===== src/rtl/pcm_tx_pkg.sv =====
// Shared definitions for the PCM transmit slot serializer.
// Assumes eight-bit highway slots; mode encodings are fixed by the brief.
package pcm_tx_pkg;

    localparam int BYTE_W = 8;

    typedef enum logic [1:0] {
        MODE_COMP     = 2'b00,
        MODE_SIGNAL   = 2'b01,
        MODE_LINEAR   = 2'b10,
        MODE_COMP_ALT = 2'b11
    } tx_mode_e;

    // True when the mode occupies two consecutive slots.
    function automatic logic mode_two_slot(input logic [1:0] m);
        return (m == MODE_SIGNAL) || (m == MODE_LINEAR);
    endfunction

endpackage


===== src/rtl/pcm_tx_bitpos.sv =====
// Bit position counter: restarts at 0 after each sampled frame sync and
// saturates at its top value. The framed flag records that at least one
// frame sync has been seen since reset.
// Assumes fs is a single-cycle pulse synchronous to clk.
module pcm_tx_bitpos #(
    parameter int POS_W = 11
) (
    input  logic             clk,
    input  logic             rst_n,
    input  logic             fs,
    output logic [POS_W-1:0] pos,
    output logic             framed
);

    localparam logic [POS_W-1:0] POS_MAX = {POS_W{1'b1}};

    // Advance the position each clock; frame sync restarts it.
    always_ff @(posedge clk) begin
        if (!rst_n) begin
            pos    <= '0;
            framed <= 1'b0;
        end else if (fs) begin
            pos    <= '0;
            framed <= 1'b1;
        end else if (pos != POS_MAX) begin
            pos    <= pos + 1'b1;
        end
    end

    AST_FS_RESTARTS: assert property (@(posedge clk) disable iff (!rst_n)
        fs |=> (pos == '0) && framed);

    AST_FRAMED_STICKY: assert property (@(posedge clk) disable iff (!rst_n)
        framed |=> framed);

    AST_POS_MONOTONE: assert property (@(posedge clk) disable iff (!rst_n)
        (!fs && framed) |=> (pos >= $past(pos)));

endmodule


===== src/rtl/pcm_tx_shadow.sv =====
// Frame shadow registers. Pending registers follow the load strobes at any
// time; the frame copy is taken only at frame sync, with a same-cycle load
// bypassing into the new frame. Configuration is copied at the same edge.
// Assumes the configuration inputs are quasi-static between frames.
module pcm_tx_shadow
    import pcm_tx_pkg::*;
#(
    parameter int SLOT_W = 7,
    parameter int SKEW_W = 3,
    parameter int WORD_W = 2 * BYTE_W
) (
    input  logic              clk,
    input  logic              rst_n,
    input  logic              fs,
    input  logic              ld_valid,
    input  logic [WORD_W-1:0] ld_word,
    input  logic              sig_valid,
    input  logic [BYTE_W-1:0] sig_byte,
    input  logic [SLOT_W-1:0] cfg_slot,
    input  logic [SKEW_W-1:0] cfg_skew,
    input  logic [SLOT_W-1:0] cfg_last,
    input  logic [1:0]        cfg_mode,
    output logic [WORD_W-1:0] fr_word,
    output logic [BYTE_W-1:0] fr_sig,
    output logic [SLOT_W-1:0] fr_slot,
    output logic [SKEW_W-1:0] fr_skew,
    output logic [SLOT_W-1:0] fr_last,
    output logic [1:0]        fr_mode
);

    logic [WORD_W-1:0] pend_word;
    logic [BYTE_W-1:0] pend_sig;

    // Track the most recent load of each data source.
    always_ff @(posedge clk) begin
        if (!rst_n) begin
            pend_word <= '0;
            pend_sig  <= '0;
        end else begin
            if (ld_valid)  pend_word <= ld_word;
            if (sig_valid) pend_sig  <= sig_byte;
        end
    end

    // Take the per-frame copy of data and configuration at frame sync.
    always_ff @(posedge clk) begin
        if (!rst_n) begin
            fr_word <= '0;
            fr_sig  <= '0;
            fr_slot <= '0;
            fr_skew <= '0;
            fr_last <= '0;
            fr_mode <= MODE_COMP;
        end else if (fs) begin
            fr_word <= ld_valid  ? ld_word  : pend_word;
            fr_sig  <= sig_valid ? sig_byte : pend_sig;
            fr_slot <= cfg_slot;
            fr_skew <= cfg_skew;
            fr_last <= cfg_last;
            fr_mode <= cfg_mode;
        end
    end

    AST_FRAME_DATA_HELD: assert property (@(posedge clk) disable iff (!rst_n)
        !fs |=> ($stable(fr_word) && $stable(fr_sig)));

    AST_FRAME_CFG_HELD: assert property (@(posedge clk) disable iff (!rst_n)
        !fs |=> ($stable(fr_slot) && $stable(fr_skew) &&
                 $stable(fr_last) && $stable(fr_mode)));

endmodule


===== src/rtl/pcm_tx_window.sv =====
// Slot window comparator and bit selector. From the bit position and the
// frame copy it decides whether the current bit period is transmitted and,
// if so, which bit of the assembled word goes out, most significant first.
// Purely combinational; assumes the inputs are registered upstream.
module pcm_tx_window
    import pcm_tx_pkg::*;
#(
    parameter int SLOT_W = 7,
    parameter int SKEW_W = 3,
    parameter int POS_W  = 11,
    parameter int WORD_W = 2 * BYTE_W
) (
    input  logic [POS_W-1:0]  pos,
    input  logic              framed,
    input  logic [WORD_W-1:0] fr_word,
    input  logic [BYTE_W-1:0] fr_sig,
    input  logic [SLOT_W-1:0] fr_slot,
    input  logic [SKEW_W-1:0] fr_skew,
    input  logic [SLOT_W-1:0] fr_last,
    input  logic [1:0]        fr_mode,
    output logic [POS_W-1:0]  start_pos,
    output logic              active,
    output logic              bit_out
);

    localparam int IDX_W  = $clog2(WORD_W);
    localparam int BYTE_SH = $clog2(BYTE_W);

    logic              slot_fits;
    logic              second_slot;
    logic [POS_W-1:0]  span;
    logic [POS_W-1:0]  offset;
    logic [IDX_W-1:0]  idx;
    logic [WORD_W-1:0] tx_word;

    // Start position of the programmed slot plus skew.
    always_comb begin
        start_pos = (POS_W'(fr_slot) << BYTE_SH) + POS_W'(fr_skew);
    end

    // Number of bits in this frame's transfer, cut at the frame end.
    always_comb begin
        slot_fits   = (fr_slot <= fr_last);
        second_slot = mode_two_slot(fr_mode) && (fr_slot != fr_last);
        span        = second_slot ? POS_W'(WORD_W) : POS_W'(BYTE_W);
    end

    // Transfer window test.
    always_comb begin
        offset = pos - start_pos;
        active = framed && slot_fits && (pos >= start_pos) && (offset < span);
    end

    // Word assembly for the selected mode.
    always_comb begin
        if (fr_mode == MODE_SIGNAL) begin
            tx_word = {fr_word[WORD_W-1 -: BYTE_W], fr_sig};
        end else begin
            tx_word = fr_word;
        end
    end

    // Pick the current bit, most significant first.
    always_comb begin
        idx     = IDX_W'(WORD_W - 1) - offset[IDX_W-1:0];
        bit_out = active ? tx_word[idx] : 1'b0;
    end

endmodule


===== src/rtl/pcm_tx_slot.sv =====
// PCM highway transmit slot serializer, top level.
// Counts bit periods from frame sync, finds the programmed slot with its
// skew and shifts the captured data out with a drive enable.
// Assumes clk is the highway bit clock and fs is one clock wide.
module pcm_tx_slot
    import pcm_tx_pkg::*;
#(
    parameter int SLOT_W = 7,
    parameter int SKEW_W = 3
) (
    input  logic                clk,
    input  logic                rst_n,
    input  logic                fs,
    input  logic                ld_valid,
    input  logic [2*BYTE_W-1:0] ld_word,
    input  logic                sig_valid,
    input  logic [BYTE_W-1:0]   sig_byte,
    input  logic [SLOT_W-1:0]   cfg_slot,
    input  logic [SKEW_W-1:0]   cfg_skew,
    input  logic [SLOT_W-1:0]   cfg_last,
    input  logic [1:0]          cfg_mode,
    output logic                tx_bit,
    output logic                tx_oe
);

    localparam int WORD_W = 2 * BYTE_W;
    localparam int POS_W  = SLOT_W + $clog2(BYTE_W) + 1;
    localparam int RUN_W  = $clog2(WORD_W) + 2;

    logic [POS_W-1:0]  pos;
    logic              framed;
    logic [WORD_W-1:0] fr_word;
    logic [BYTE_W-1:0] fr_sig;
    logic [SLOT_W-1:0] fr_slot;
    logic [SKEW_W-1:0] fr_skew;
    logic [SLOT_W-1:0] fr_last;
    logic [1:0]        fr_mode;
    logic [POS_W-1:0]  start_pos;
    logic              active;
    logic              bit_sel;

    pcm_tx_bitpos #(.POS_W(POS_W)) u_pos (
        .clk    (clk),
        .rst_n  (rst_n),
        .fs     (fs),
        .pos    (pos),
        .framed (framed)
    );

    pcm_tx_shadow #(.SLOT_W(SLOT_W), .SKEW_W(SKEW_W), .WORD_W(WORD_W)) u_shadow (
        .clk       (clk),
        .rst_n     (rst_n),
        .fs        (fs),
        .ld_valid  (ld_valid),
        .ld_word   (ld_word),
        .sig_valid (sig_valid),
        .sig_byte  (sig_byte),
        .cfg_slot  (cfg_slot),
        .cfg_skew  (cfg_skew),
        .cfg_last  (cfg_last),
        .cfg_mode  (cfg_mode),
        .fr_word   (fr_word),
        .fr_sig    (fr_sig),
        .fr_slot   (fr_slot),
        .fr_skew   (fr_skew),
        .fr_last   (fr_last),
        .fr_mode   (fr_mode)
    );

    pcm_tx_window #(.SLOT_W(SLOT_W), .SKEW_W(SKEW_W), .POS_W(POS_W), .WORD_W(WORD_W)) u_win (
        .pos       (pos),
        .framed    (framed),
        .fr_word   (fr_word),
        .fr_sig    (fr_sig),
        .fr_slot   (fr_slot),
        .fr_skew   (fr_skew),
        .fr_last   (fr_last),
        .fr_mode   (fr_mode),
        .start_pos (start_pos),
        .active    (active),
        .bit_out   (bit_sel)
    );

    // Drive the highway outputs.
    always_comb begin
        tx_oe  = active;
        tx_bit = bit_sel;
    end

    // Length of the current enabled run, restarted by idle bits or frame sync.
    logic [RUN_W-1:0] run_len;
    always_ff @(posedge clk) begin
        if (!rst_n || fs || !tx_oe) begin
            run_len <= '0;
        end else if (run_len != {RUN_W{1'b1}}) begin
            run_len <= run_len + 1'b1;
        end
    end

    AST_QUIET_BEFORE_SYNC: assert property (@(posedge clk) disable iff (!rst_n)
        !framed |-> (!tx_oe && !tx_bit));

    AST_NO_BIT_WHEN_IDLE: assert property (@(posedge clk) disable iff (!rst_n)
        !tx_oe |-> !tx_bit);

    AST_NOT_BEFORE_START: assert property (@(posedge clk) disable iff (!rst_n)
        tx_oe |-> (pos >= start_pos));

    AST_RUN_WORD_LIMIT: assert property (@(posedge clk) disable iff (!rst_n)
        tx_oe |-> (run_len < RUN_W'(WORD_W)));

    AST_RUN_BYTE_LIMIT: assert property (@(posedge clk) disable iff (!rst_n)
        (tx_oe && !mode_two_slot(fr_mode)) |-> (run_len < RUN_W'(BYTE_W)));

    AST_NOTHING_PAST_END: assert property (@(posedge clk) disable iff (!rst_n)
        (fr_slot > fr_last) |-> !tx_oe);

endmodule


===== config.mk =====
export PLATFORM = sky130hd
export DESIGN_NAME = pcm_tx_slot
export DESIGN_NICKNAME = d
export VERILOG_FILES = /design/src/rtl/pcm_tx_pkg.sv /design/src/rtl/pcm_tx_bitpos.sv /design/src/rtl/pcm_tx_shadow.sv /design/src/rtl/pcm_tx_window.sv /design/src/rtl/pcm_tx_slot.sv
export SDC_FILE = /design/constraint.sdc
export NUM_CORES = 1
export LEC_CHECK = 0
export BUFFER_PORTS_ARGS = -buffer_cell sky130_fd_sc_hd__buf_2
export CORE_MARGIN = 1.5
export CORE_UTILIZATION = 45
export CTS_CLUSTER_DIAMETER = 50
export DETAILED_ROUTE_END_ITERATION = 6
export HOLD_SLACK_MARGIN = 0.06
export SYNTH_ARGS = -nofsm -noshare
export SYNTH_HDL_FRONTEND = slang
export SYNTH_HIERARCHICAL = 1
export SYNTH_SLANG_ARGS = --single-unit

===== constraint.sdc =====
create_clock -name clk -period 3.4 [get_ports clk]
set_input_delay 0.17 -clock clk [delete_from_list [all_inputs] [get_ports clk]]
set_output_delay 0.17 -clock clk [all_outputs]
set_load 0.1 [all_outputs]

==> flow_metrics.tcl, run 1 <==
set metrics [dict create \
    clock.fmax_mhz 297 \
    critPathLaunchType "flip-flop" \
    r2r-start "u_pos/pos[1]" \
    yosysWarnings 6 \
    area_growth_pct 14.4 \
    gp_congestion 0.843 \
    busiest_layer "met2" \
    drv_slew 0 \
    crit_slowest_cell "or4b_1" \
    cpLargestDelayFamily "simple AND/OR/NAND/NOR gates" \
    holdCritPathClass "in2reg" \
    leakage_nw 1.93 \
    dp_hpwl_mm 5.82 \
    hold_start "cfg_last[1]" \
    p_per_area_nw_per_um2 462 \
    routedWlPerCell_um 14.8 \
    firstDrtPassIters 4 \
    grt_use_met1_pct 24.7 \
    grt_use_total_pct 18.3 \
    crit_chain "inv_4 -> ha_4 -> inv_2 -> fa_2 -> nand3_2 -> nand2_2 -> xor2_2 -> ha_2 -> or4b_1 -> a221o_1 -> nor4_4 -> o2111a_2 -> buf_12" \
    end_kind "output pin" \
    tritoncts.num_buffers 9 \
    path_max_fanout 2 \
    hold_violations 0 \
    postCtsHoldBufs 0 \
    finalCriticalPeriod_ns 3.37 \
    cp.depth 13 \
    coreArea_um2 8640 \
    max_cap_violations 0 \
    drt-vias-per-instance 5.34 \
    met2_usage_pct 28.8 \
    synth_cells 398 \
    worstPathRequired_ns 3.23 \
    max-vdd-ir-drop_mv 0.337 \
    r2r_cells 4 \
    critical_path_buf_inv_count 3 \
    drive_above_1_share_pct 22.5 \
    io_pins 50 \
    critPathMaxStageDelay_ns 0.45 \
    grt_pass1_wl_mm 14.0 \
    clock_skew_ns 0.0102 \
    path_clk_slew_ns 0.09 \
    io_buffers 49 \
    slew_headroom_pct 50.8 \
    antenna_left 0 \
    dpl.cell_count 536 \
    root_buffer "clkbuf_8" \
    rsz0062_at_grt "yes" \
    clock-sinks 79 \
    diodes 0 \
    die_w_um 97 \
    nNetsFinal 512 \
    vias 2970 \
    drt_iter0_drc 146 \
    die_area_um2 9410 \
    wl_mm 8.23 \
    finalSetupViolCount 0 \
    min_path_cells 3 \
    avgSynthCellArea_um2 9.99 \
    design_area_um2 4550 \
    htreeDepth 3 \
    syn-cell-area_um2 3980 \
    stdcell_count 556 \
    place_area_um2 4250 \
    worstSetupStartpoint "u_pos/pos[0]" \
    grt_start_max_net_pins 65 \
    rows 34 \
    route.detailed.drc 0 \
    tightest_slew_ns 0.738 \
    grt-ovfl-total 0 \
    timing.final.crit_share_pct 99.1 \
    grt_antenna_before_repair 0 \
    clk_latency_ns 0.35 \
    die-height_um 97 \
    cts_max_path_buffers 2 \
    grt_pass1_vias 2947 \
    use_met3_pct 3.90 \
    start_util_pct 46.0 \
    status "completed" \
    syn-num-nets 467 \
    arrival_ns 3.20 \
    cts_tree "built" \
    path_class "reg2out" \
]
[registers in the layout, indices dropped and copies added, names as in the netlist]
signal              cells
u_shadow/fr_word       16
u_shadow/pend_word     16
u_pos/pos              11
u_shadow/fr_sig         8
u_shadow/pend_sig       8
u_shadow/fr_last        7
u_shadow/fr_slot        7
u_shadow/fr_skew        3
u_shadow/fr_mode        2
u_pos/framed            1
[worst reg2reg max path, stage by stage (launching register included)]
cell and delay (ns):
dfxtp_1 0.50, ha_1 0.44, inv_1 0.14, a2111oi_0 0.41, nor3_1 0.10
[through the flow]
step                      hold slack (ns)  setup TNS, ns  power (W)  util (%)  setup WS [ns]
after CTS                          0.0679              0    0.00211      52.2        0.00608
after global routing               0.0740         -0.141    0.00221      52.7         -0.105
after global placement              0.423              0    0.00132      49.2          0.215
after floorplan                     0.280              0    0.00125         -          0.202
final                              0.0873              0    0.00210      52.7         0.0299
after detailed placement            0.432              0    0.00132      49.2          0.157
[what timing repair did]
item	in CTS	in global routing
endpoints found under the setup margin	2	2
resized for setup	7	8
setup buffers	3	1
pin swaps	4	5
[cells in the final DEF, fill, tap and decap left out, types with 2 or more instances in the layout]
cell type,instances
nor2b_1,45
and3_1,2
o22ai_1,2
nand2_1,10
buf_2,47
a21o_1,2
a2111o_1,2
and4_1,3
mux2i_1,48
nand3_1,5
a21oi_1,34
nor2_1,6
or3_1,2
nand4_2,2
a31oi_1,6
o21a_1,5
nand4_1,2
dfxtp_1,77
buf_12,2
xor2_1,2
clkbuf_8,9
a211oi_1,5
nand2b_1,5
inv_1,19
bufinv_16,2
ha_1,17
ha_2,2
nor3_1,4
buf_4,8
o21ai_0,23
a221o_1,2
mux4_2,7
o21ai_1,6
[cell type report]
class                           count  area [um^2]
Timing Repair Buffer               57          335
Tap cell                          108          135
Multi-Input combinational cell    275         2190
Clock buffer                       10          128
Clock inverter                      6         92.6
Sequential cell                    79         1590
Fill cell                         783         4090
Inverter                           21         81.3
[per-layer routing]
metal / part of all wire (%) / up-vias / wire length (um)
met3: 3.5 / 8 / 288
met4: 0.78 / 0 / 64
met2: 47 / 40 / 3850
li1: - / 1526 / -
met5: 0 / - / 0
met1: 49 / 1396 / 4030
[report_power, final]
part,total [W],internal (W),switching (W)
Combinational,0.000321,0.000159,0.000163
Clock,0.000777,0.000421,0.000357
Sequential,0.00100,0.000976,0.0000256
Total,0.00210,0.00156,0.000545
[worst paths after layout]
kind	to	slack (ns)
setup / recovery	tx_bit	0.03
hold / removal	u_shadow/fr_last[1]	0.09
setup reg to reg	u_pos/pos[8]	1.68
hold reg to reg	u_pos/framed	0.47
Note: power is estimated with default switching activity, not from simulation.
==> run 2, diff against run 1 <==
--- a/config.mk
+++ b/config.mk
@@ -6,11 +6,14 @@
 export NUM_CORES = 1
 export LEC_CHECK = 0
 export BUFFER_PORTS_ARGS = -buffer_cell sky130_fd_sc_hd__buf_2
-export CORE_MARGIN = 1.5
+export CELL_PAD_IN_SITES_DETAIL_PLACEMENT = 1
+export CELL_PAD_IN_SITES_GLOBAL_PLACEMENT = 1
+export CORE_MARGIN = 2
 export CORE_UTILIZATION = 45
 export CTS_CLUSTER_DIAMETER = 50
 export DETAILED_ROUTE_END_ITERATION = 6
 export HOLD_SLACK_MARGIN = 0.06
+export PLACE_DENSITY_LB_ADDON = 0.1
 export SYNTH_ARGS = -nofsm -noshare
 export SYNTH_HDL_FRONTEND = slang
 export SYNTH_HIERARCHICAL = 1
==> flow_metrics.tcl, run 2 (synthesis results as in run 1) <==
set metrics [dict create \
    status "completed" \
    tritoncts.num_buffers 9 \
    finalCriticalPeriod_ns 3.31 \
    place_ws_ns 0.0979 \
    diodes 0 \
    clk_latency_ns 0.35 \
    stdcell_count 555 \
    path_max_fanout 2 \
    clock_skew_ns 0.0110 \
    area_growth_pct 13.6 \
    place_area_um2 4230 \
    p_per_area_nw_per_um2 449 \
    wl_mm 8.97 \
    final_common_cell "dfxtp_1" \
    hold_ws_ns 0.0748 \
    worstPathRequired_ns 3.23 \
    postCtsHoldBufs 0 \
    antenna_left 0 \
    firstDrtPassIters 4 \
    nNetsFinal 512 \
    vias 3053 \
    max-vdd-ir-drop_mv 0.244 \
    power_switching_w 0.000554 \
    drv_slew 0 \
    finalSetupViolCount 0 \
    io_buffers 49 \
    tightest_slew_ns 0.889 \
    start_util_pct 46.0 \
    switching_share_pct 27.3 \
    pwr-share-comb_pct 16.1 \
    final_util_pct 52.3 \
    seqPwrFrac_pct 49.5 \
    rows 34 \
    dpl.cell_count 534 \
    reg_top3 "u_shadow/fr_word: 16 flops, u_shadow/pend_word: 16 flops, u_pos/pos: 11 flops" \
    grt_antenna_before_repair 0 \
    cts_tree "built" \
    root_buffer "clkbuf_8" \
    crit_chain "inv_4 -> ha_4 -> inv_2 -> fa_2 -> nand3_2 -> nand2_2 -> xor2_1 -> ha_2 -> or4b_1 -> a221o_1 -> nor4_4 -> o2111a_2 -> buf_12" \
    drt_iter0_drc 63 \
    p_clk_share_pct 34.5 \
    gp_congestion 0.843 \
    route.detailed.drc 0 \
    grt-ovfl-total 0 \
    cpLargestDelayFamily "simple AND/OR/NAND/NOR gates" \
    critPathLaunchType "flip-flop" \
    p_int_w 0.00148 \
    timing.final.crit_share_pct 97.3 \
    crit_slowest_cell "or4b_1" \
    path_clk_slew_ns 0.08 \
    path_class "reg2out" \
    critical_path_buf_inv_count 3 \
    rsz0062_at_grt "yes" \
    arrival_ns 3.14 \
    routedWlPerCell_um 16.2 \
    htreeDepth 3 \
    min_path_cells 3 \
    grt_use_total_pct 19.5 \
    design_area_um2 4520 \
    cts_max_path_buffers 2 \
    drive_above_1_share_pct 22.6 \
    grt_pass1_wl_mm 15.0 \
    r2r_cells 6 \
    drt-vias-per-instance 5.50 \
    clock-sinks 79 \
    io_pins 50 \
    critPathMaxStageDelay_ns 0.45 \
    grt_pass1_vias 3057 \
    dp_hpwl_mm 6.47 \
    end_kind "output pin" \
    die-height_um 98 \
    final_cell_mix "76 x dfxtp_1, 48 x mux2i_1, 47 x buf_2" \
    die_area_um2 9600 \
    postLayoutSetupSlackWorst_ns 0.0924 \
    holdCritPathClass "in2reg" \
    coreArea_um2 8640 \
    leakage_nw 1.91 \
    nFillCells 1000 \
    grt_start_max_net_pins 62 \
    max_cap_violations 0 \
    slew_headroom_pct 40.7 \
    cp.depth 13 \
    clock.fmax_mhz 302 \
    hold_violations 0 \
    die_w_um 98 \
]
-- run 2: worst paths after layout --
path                                           start                    to  slack, ns
worst min register to register  u_shadow/fr_word[10]  u_shadow/fr_word[10]       0.51
worst max-delay path                    u_pos/pos[0]                tx_bit       0.09
worst max register to register          u_pos/pos[0]          u_pos/pos[8]       1.67
worst min-delay path                     cfg_last[4]   u_shadow/fr_last[4]       0.07
-- run 2: layout make-up --
class,count,area (um^2),share of cell area (%)
clock buffers,9,124,2.74
clock inverters,6,68.8,1.52
inverters,21,81.3,1.80
multi-input cells,275,2180,48.4
flip-flops and latches,79,1590,35.2
well taps,108,135,2.99
repair buffers,57,335,7.43
-- run 2: power groups by stage --
stage	logic [W]	registers (W)	clock network, W
final	0.000326	0.00100	0.000699
after floorplan	0.000236	0.00101	0
after global routing	0.000363	0.00101	0.000760
after global placement	0.000295	0.00102	0
after CTS	0.000320	0.00100	0.000720
after detailed placement	0.000307	0.00103	0
-- run 2: layer usage --
metal  up-vias  GRT usage [%]  part of all wire, %
met3        12           3.15                  3.7
met2        60           30.6                   46
met1      1458           26.7                   49
met5         -              0                    0
li1       1523              -                    -
met4         0           8.01                  1.8
-- run 2: repair_timing --
item / CTS / global route
gates resized for setup: 8 / 8
pin swaps: 5 / 0
hold endpoints to repair: 0 / 0
endpoints found under the setup margin: 2 / 2
buffers inserted: 4 / 2
-- run 2: worst reg2reg max path: stages, from the launching register on --
cell and delay [ns]:
dfxtp_4 0.37, buf_4 0.11, buf_4 0.12, ha_1 0.37, inv_1 0.13, a2111oi_0 0.42
nor3_1 0.09
-- run 2: per-stage QoR --
step,TNS [ns],power (W)
finish,0,0.00203
global route,-0.0592,0.00213
CTS,0,0.00204
detailed placement,0,0.00133
global placement,0,0.00132
floorplan,0,0.00125
